## src/rtl/seg_xlate_pkg.sv

```systemverilog
package seg_xlate_pkg;

   typedef enum logic [1:0] {
      SEG_CODE  = 2'd0,
      SEG_HEAP  = 2'd1,
      SEG_STACK = 2'd2
   } seg_kind_e;

   // Reset layout of the descriptor table, indexed by entry number
   function automatic logic [31:0] rst_base(input int idx);
      case (idx)
         0:       return 32'h0000_4000;
         1:       return 32'h0000_5800;
         2:       return 32'h0000_7000;
         default: return 32'h0;
      endcase
   endfunction

   function automatic logic [31:0] rst_size(input int idx);
      case (idx)
         0:       return 32'h0000_1000;
         1:       return 32'h0000_1000;
         2:       return 32'h0000_0800;
         default: return 32'h0;
      endcase
   endfunction

   function automatic logic rst_up(input int idx);
      return (idx != int'(SEG_STACK));
   endfunction

endpackage

```

## src/rtl/seg_table.sv

```systemverilog
module seg_table #(
   parameter int NUM_SEG = 3,
   parameter int SEL_W   = 2,
   parameter int PA_W    = 16,
   parameter int SIZE_W  = 13
) (
   input  logic              clk,
   input  logic              rst_n,
   input  logic              wr_en,
   input  logic [SEL_W-1:0]  wr_sel,
   input  logic [PA_W-1:0]   wr_base,
   input  logic [SIZE_W-1:0] wr_size,
   input  logic              wr_grows_up,
   output logic [PA_W-1:0]   base_o [NUM_SEG],
   output logic [SIZE_W-1:0] size_o [NUM_SEG],
   output logic              up_o   [NUM_SEG]
);
   import seg_xlate_pkg::*;

   for (genvar gi = 0; gi < NUM_SEG; gi++) begin : g_ent
      localparam logic [PA_W-1:0]   RB = PA_W'(rst_base(gi));
      localparam logic [SIZE_W-1:0] RS = SIZE_W'(rst_size(gi));
      localparam logic              RU = rst_up(gi);
      logic hit;
      assign hit = wr_en && (wr_sel == SEL_W'(gi));

      always_ff @(posedge clk or negedge rst_n) begin
         if (!rst_n) begin
            base_o[gi] <= RB;
            size_o[gi] <= RS;
            up_o[gi]   <= RU;
         end else if (hit) begin
            base_o[gi] <= wr_base;
            size_o[gi] <= wr_size;
            up_o[gi]   <= wr_grows_up;
         end
      end
   end
endmodule

```

## src/rtl/seg_entry_xlate.sv

```systemverilog
module seg_entry_xlate #(
   parameter int OFF_W  = 12,
   parameter int PA_W   = 16,
   parameter int SIZE_W = 13
) (
   input  logic [PA_W-1:0]   base,
   input  logic [SIZE_W-1:0] size,
   input  logic              grows_up,
   input  logic [OFF_W-1:0]  offset,
   output logic [PA_W-1:0]   paddr,
   output logic              legal
);
   localparam logic [SIZE_W-1:0] SPAN = SIZE_W'(1) << OFF_W;

   logic [SIZE_W-1:0] off_ext;
   logic [SIZE_W-1:0] down_mag;
   logic [PA_W-1:0]   up_pa;
   logic [PA_W-1:0]   down_pa;

   assign off_ext  = {1'b0, offset};
   assign down_mag = SPAN - off_ext;
   assign up_pa    = base + PA_W'(off_ext);
   assign down_pa  = base - PA_W'(down_mag);

   always_comb begin
      if (grows_up) begin
         legal = off_ext < size;
         paddr = up_pa;
      end else begin
         legal = down_mag <= size;
         paddr = down_pa;
      end
   end
endmodule

```

## src/rtl/seg_xlate.sv

```systemverilog
module seg_xlate #(
   parameter int NUM_SEG = 3,
   parameter int VA_W    = 14,
   parameter int SEL_W   = 2,
   parameter int PA_W    = 16,
   parameter int SIZE_W  = 13
) (
   input  logic              clk,
   input  logic              rst_n,
   input  logic              wr_en,
   input  logic [SEL_W-1:0]  wr_sel,
   input  logic [PA_W-1:0]   wr_base,
   input  logic [SIZE_W-1:0] wr_size,
   input  logic              wr_grows_up,
   input  logic              req_valid,
   input  logic [VA_W-1:0]   req_vaddr,
   output logic              rsp_ok,
   output logic              rsp_fault,
   output logic [PA_W-1:0]   rsp_paddr
);
   localparam int OFF_W = VA_W - SEL_W;

   if (NUM_SEG < 1 || NUM_SEG > (1 << SEL_W)) begin : g_bad_num
      initial $error("NUM_SEG must fit the selector field");
   end
   if (SIZE_W != OFF_W + 1) begin : g_bad_size
      initial $error("SIZE_W must be offset width plus one");
   end
   if (PA_W < SIZE_W || PA_W < 15) begin : g_bad_pa
      initial $error("PA_W too narrow for sizes or reset bases");
   end

   logic [PA_W-1:0]   tb_base [NUM_SEG];
   logic [SIZE_W-1:0] tb_size [NUM_SEG];
   logic              tb_up   [NUM_SEG];

   seg_table #(
      .NUM_SEG(NUM_SEG), .SEL_W(SEL_W), .PA_W(PA_W), .SIZE_W(SIZE_W)
   ) u_table (
      .clk(clk), .rst_n(rst_n),
      .wr_en(wr_en), .wr_sel(wr_sel), .wr_base(wr_base),
      .wr_size(wr_size), .wr_grows_up(wr_grows_up),
      .base_o(tb_base), .size_o(tb_size), .up_o(tb_up)
   );

   logic [SEL_W-1:0] sel;
   logic [OFF_W-1:0] off;
   assign sel = req_vaddr[VA_W-1:OFF_W];
   assign off = req_vaddr[OFF_W-1:0];

   logic [PA_W-1:0] ent_pa    [NUM_SEG];
   logic            ent_legal [NUM_SEG];

   for (genvar gi = 0; gi < NUM_SEG; gi++) begin : g_x
      seg_entry_xlate #(
         .OFF_W(OFF_W), .PA_W(PA_W), .SIZE_W(SIZE_W)
      ) u_ent (
         .base(tb_base[gi]), .size(tb_size[gi]), .grows_up(tb_up[gi]),
         .offset(off), .paddr(ent_pa[gi]), .legal(ent_legal[gi])
      );
   end

   logic            pick_legal;
   logic [PA_W-1:0] pick_pa;
   always_comb begin
      pick_legal = 1'b0;
      pick_pa    = '0;
      for (int i = 0; i < NUM_SEG; i++) begin
         if (sel == SEL_W'(i)) begin
            pick_legal = ent_legal[i];
            pick_pa    = ent_pa[i];
         end
      end
   end

   always_ff @(posedge clk or negedge rst_n) begin
      if (!rst_n) begin
         rsp_ok    <= 1'b0;
         rsp_fault <= 1'b0;
         rsp_paddr <= '0;
      end else begin
         rsp_ok    <= req_valid && pick_legal;
         rsp_fault <= req_valid && !pick_legal;
         rsp_paddr <= (req_valid && pick_legal) ? pick_pa : '0;
      end
   end
endmodule

```

## config.mk

```make
export PLATFORM = sky130hd
export DESIGN_NAME = seg_xlate
export DESIGN_NICKNAME = d
export VERILOG_FILES = /design/src/rtl/seg_xlate_pkg.sv /design/src/rtl/seg_table.sv /design/src/rtl/seg_entry_xlate.sv /design/src/rtl/seg_xlate.sv
export SDC_FILE = /design/constraint.sdc
export NUM_CORES = 1
export LEC_CHECK = 0
export ABC_CLOCK_PERIOD_IN_PS = 4000
export BUFFER_PORTS_ARGS = -buffer_cell sky130_fd_sc_hd__buf_2
export CELL_PAD_IN_SITES_DETAIL_PLACEMENT = 2
export CELL_PAD_IN_SITES_GLOBAL_PLACEMENT = 2
export CORE_MARGIN = 5
export CORE_UTILIZATION = 40
export DETAILED_ROUTE_END_ITERATION = 12
export GPL_TIMING_DRIVEN = 1
export MAX_ROUTING_LAYER = met4
export PLACE_DENSITY_LB_ADDON = 0.1
export SLEW_MARGIN = 25
export SYNTH_ARGS = -nofsm -noshare
export SYNTH_HDL_FRONTEND = slang
export SYNTH_HIERARCHICAL = 1
export SYNTH_SLANG_ARGS = --single-unit
```

## constraint.sdc

```tcl
create_clock -name clk -period 4 [get_ports clk]
set_clock_uncertainty 0.2 [all_clocks]
set_input_delay 0 -clock clk [delete_from_list [all_inputs] [get_ports clk]]
set_output_delay 0 -clock clk [all_outputs]
set_load 0.02 [all_outputs]
```

Word-level counts from Yosys, hierarchy flattened:

Index checks and enable logic that the tools add are counted.

* $add $sub $neg: 7
* $mul: 0
* divide/modulo/power cells: 0
* magnitude comparators: 6
* equality and inequality tests: 4
* shift operators: 0
* multiplexer cells: 13
* bitwise operators: 0
* reductions and logical operators: 8

Operators with widths (count)
* $mux 16: 7
* $add 16x12->16: 3
* $sub 16x13->16: 3
* $le 13x13->1: 3
* $lt 12x13->1: 3
* $sub 13x12->13 const A: 1
* $mux 1: 6
* $logic_and 1x1->1: 5
* $eq 2x1->1 const B: 2
* $eq 2x2->1 const B: 2
* $logic_not 2->1: 2
* $logic_not 1->1: 1

* register bits after elaboration: 108
* bits in latches: 0
* memory bits (writable): 0
* bits in read-only memories: 0
* input port bits: 50
* output and inout port bits: 18
* word-level logic and storage cells: 50
* memories: 0

Longest topological paths before layout:

* depth after elaboration: 8
* depth in mapped cells: 22
* depth with buffers taken out: 20

Modules after synthesis:

Netlist, hierarchy kept.

By module, submodules not included
* seg_entry_xlate at g_x[0].u_ent ...: times used 2, cells an instance 267, area each 2031.9 µm², seq. area each 0.0 µm²
* seg_table: times used 1, cells an instance 192, area each 3372.0 µm², seq. area each 2267.2 µm²
* seg_entry_xlate at g_x[1].u_ent: times used 1, cells an instance 275, area each 2024.4 µm², seq. area each 0.0 µm²
* seg_xlate: times used 1, cells an instance 96, area each 947.2 µm², seq. area each 450.4 µm²

Least setup slack after synthesis:

Ideal clock, no wire load.

* path type: input to register
* start: input port req_vaddr[0]
* end: register rsp_paddr[14]
* setup time: 0.120 ns
* arrival: 3.830 ns
* data required time: 3.680 ns
* path slack: -0.151 ns
* stages on the path: 21
* buffers on the path: 1
* cells stage by stage: buf_4 > inv_1 > ha_1 > nor3b_4 > nor3b_1 > nor2_1 > or2_2 > xor2_1 > nor2_1 > xor2_1 > ha_1 > a21o_1 > a21o_1 > a21o_1 > a2111oi_0 > o31ai_1 > a21oi_1 > xnor2_1 > mux2_2 > nand2_1 > a21oi_1

RTL lines
* start: declaration: RTL line seg_xlate.sv:16 `input logic [VA_W-1:0] req_vaddr,`
* end signal: assignment: RTL line seg_xlate.sv:84 `rsp_paddr <= (req_valid && pick_legal) ? pick_pa : '0;`
* end: declaration: RTL line seg_xlate.sv:19 `output logic [PA_W-1:0] rsp_paddr`

==> flow_summary.json <==
{
  "status": "finished, violations left",
  "failed_checks": "setup timing",
  "path_cells": "buf_2 -> buf_4 -> inv_2 -> ha_4 -> nor3b_4 -> nor3b_4 -> nor2_1 -> or2_2 -> xor2_1 -> nor2_1 -> xor2_1 -> ha_1 -> a21o_1 -> a21o_1 -> a21o_1 -> a2111oi_4 -> buf_4 -> nor2_1 -> xnor2_1 -> mux2_2 -> nand2_1 -> a21oi_1",
  "cp_max_fo": 8,
  "grt_max_degree": 76,
  "syn_area_per_cell_um2": 9.49,
  "ir_drop_mv": 0.193,
  "setup_viol": 2,
  "synth.area.top_cells": "dfrtp_1 (23%), ha_1 (15%), mux2_2 (11%)",
  "synthFlopType": "dfrtp_1",
  "slowest_stage": "or2_2",
  "drv_slew": 0,
  "finalWeightedCongestion": 0.861,
  "synthArstFlopShare_pct": 100,
  "cp-startpoint": "req_vaddr[1]",
  "max_clock_freq_mhz": 245,
  "grt_pass1_wl_mm": 59.5,
  "synth_top_family_by_area": "adder cells",
  "cp_top_family": "simple AND/OR/NAND/NOR gates",
  "period_minus_slack_ps": 4070,
  "startpoint_type": "input port",
  "synth-adder-area-share_pct": 15.7,
  "fp-row-count": 59,
  "finalWorstSetupSlack_ps": -74.5,
  "cts_root_buf": "clkbuf_16",
  "rrSetupSlack_ps": 330,
  "finalHoldViolCount": 0,
  "wirelength_mm": 40.7,
  "antenna_found_initial": 1,
  "grt_pass1_vias": 10422,
  "syn_nets": 1276,
  "r2r-start": "u_table/up_o[1]",
  "reg2reg_depth": 14,
  "regToRegEndpoint": "rsp_paddr[12]",
  "syn_inst": 1097,
  "fin_tns_setup_ps": -143,
  "ys_ff_latch": 108,
  "clock-sinks": 108,
  "synth_top_area_share_pct": 23.1,
  "syn_to_final_growth_pct": 25.6,
  "ios": 68,
  "critPathBufInv": 4,
  "start_util_pct": 40.3,
  "grt_use_total_pct": 27.1,
  "path_class": "input port to register",
  "worstMarginPinSlew_ps": 977,
  "fp.dieArea_um2": 29300,
  "detailed_place_hpwl_mm": 30.3,
  "synthXorXnorAreaFrac_pct": 10.0,
  "dp.cells": 1626,
  "vias_per_cell": 5.57,
  "final_antenna_net_count": 0,
  "syn_area_um2": 10400,
  "core_um2": 25800,
  "drive_gt1_share_pct": 33.6,
  "yosys.area_share.simple_pct": 15.3,
  "synthMuxAreaShare_pct": 12.3,
  "stdcell_count": 1683,
  "dr.pass1.iters": 4,
  "synth.distinct_cells": 77,
  "cts-htree-levels": 3,
  "yosys.area.top_type": "dfrtp_1",
  "path_clk_slew_ps": 90,
  "cts.path.max_buffers": 2,
  "yosysWarnings": 6,
  "min_path_type": "input port to async pin",
  "grt_overflow": 0,
  "p_per_area_nw_per_um2": 397,
  "wl_per_cell_um": 24.2,
  "utilization_pct": 50.6,
  "io_buffers": 67,
  "cts_buffers": 9,
  "worst_hold_slack_ps": 41.4,
  "clock_latency_ps": 370,
  "drv_cap": 0,
  "die_h_um": 171,
  "synth_edf_count": 0,
  "dieWidth_um": 171,
  "synth_compound_area_share_pct": 15.1,
  "slew-limit-headroom_pct": 34.7,
  "cp.required_ps": 4060,
  "ys_seq_area_share_pct": 26.1,
  "cts_tree": "yes",
  "drtIter0Drc": 378,
  "cp.arrival_ps": 4130,
  "critPathMaxStageDelay_ps": 310,
  "vias": 9379,
  "end_kind": "register",
  "final_nets": 1520,
  "finalCritPeriodShare_pct": 102,
  "p_leak_uw": 0.00615,
  "drc": 0
}
cell usage in the layout, fill, tap and decap left out, types with 13 or more instances in the layout:
cell type and count:
a21o_1 33, a21oi_1 67, buf_2 65, buf_4 169, dfrtp_1 96, dlygate4sd3_1 32, ha_1 123, inv_1 58
mux2_2 102, nand2_1 81, nand3_1 15, nor2_1 81, nor2b_1 15, nor3_1 13, o21ai_0 30, xnor2_1 59
xor2_1 58
synth_stat cells (8+ instances only):
master	number
a211oi_1	9
a21o_1	33
a21oi_1	75
and4_1	10
buf_2	11
buf_6	15
dfrtp_1	96
dfstp_2	12
ha_1	126
inv_1	61
mux2_2	104
nand2_1	81
nand2b_1	11
nand3_1	15
nor2_1	84
nor2b_1	15
nor3_1	17
o211ai_1	8
o21a_1	11
o21ai_0	38
o21bai_1	11
xnor2_1	60
xor2_1	59
report_power, final:
part           switching (uW)  internal [uW]  total (uW)
Clock                     507            460         967
Sequential                131           1310        1440
Combinational            1510           1280        2790
kinds of logic (layout without fill, tap and decap cells):
| family | Yosys count | count (layout) |
|---|---|---|
| mux | 113 | 113 |
| xor+xnor | 119 | 119 |
| other cells | 0 | 2 |
| fa+ha+maj | 129 | 129 |
| buf+inv | 101 | 350 |
| flops | 108 | 108 |
| compound gates | 233 | 233 |
| simple gates | 294 | 294 |
stage by stage:
stage	area, um2	power [uW]	setup slack (ps)
6_report	13100	5190	-74.5
5_1_grt	13100	5520	-209
4_1_cts	12800	5050	16.1
3_5_place_dp	12100	4010	-446
3_3_place_gp	12100	3850	-321
2_1_floorplan	10400	3050	4.78
worst register-to-register path, stage by stage, from the launching register on:
cell and delay (ps):
dfstp_2 690, o21ai_0 260, buf_4 210, fa_1 420, a21o_1 210, a21oi_2 160
o21ai_0 110, a21oi_1 170, buf_4 160, o211ai_1 120, a21oi_1 190, xnor2_1 130
mux2_2 190, nand2_1 70, a21oi_1 270
metal layers:
layer | GRT usage [%] | routed length [um] | share of wire [%] | vias up
met5 | - | 0 | 0 | -
met4 | 7.34 | 1210 | 3.0 | 0
met3 | 2.39 | 1020 | 2.5 | 56
met2 | 49.8 | 21500 | 53 | 147
met1 | 31.8 | 17000 | 42 | 4783
li1 | - | - | - | 4393
worst max path at each step:
stage                          to  depth (start not counted)
finish              rsp_paddr[12]                         22
global route        rsp_paddr[12]                         22
CTS                 rsp_paddr[13]                         21
detailed placement  rsp_paddr[13]                         21
global placement    rsp_paddr[14]                         19
floorplan           rsp_paddr[14]                         21
timing repair:
item | 4_1_cts | 5_1_grt
pin swaps | 2 | 16
hold buffers | 32 | 0
buffers inserted | 0 | 7
gates resized for setup | 4 | 59
endpoints found under the hold margin | 168 | 0
endpoints found under the setup margin | 4 | 17
registers in the layout (all words and copies together) (netlist names):
| name | count |
|---|---|
| u_table/up_o | 3 |
| u_table/base_o | 48 |
| u_table/size_o | 39 |
| rsp_ok | 1 |
| rsp_fault | 1 |
| rsp_paddr | 16 |
layout make-up:
class                   count  area [um2]
clock inverters             6        62.6
inverters                  62         233
well taps                 335         419
clock buffers              10         239
flip-flops and latches    108        2720
diodes                      2        5.00
repair buffers            272        2000
fillers                  2760       12800
multi-input cells         888        7400
(Power assumes the default switching activity.)
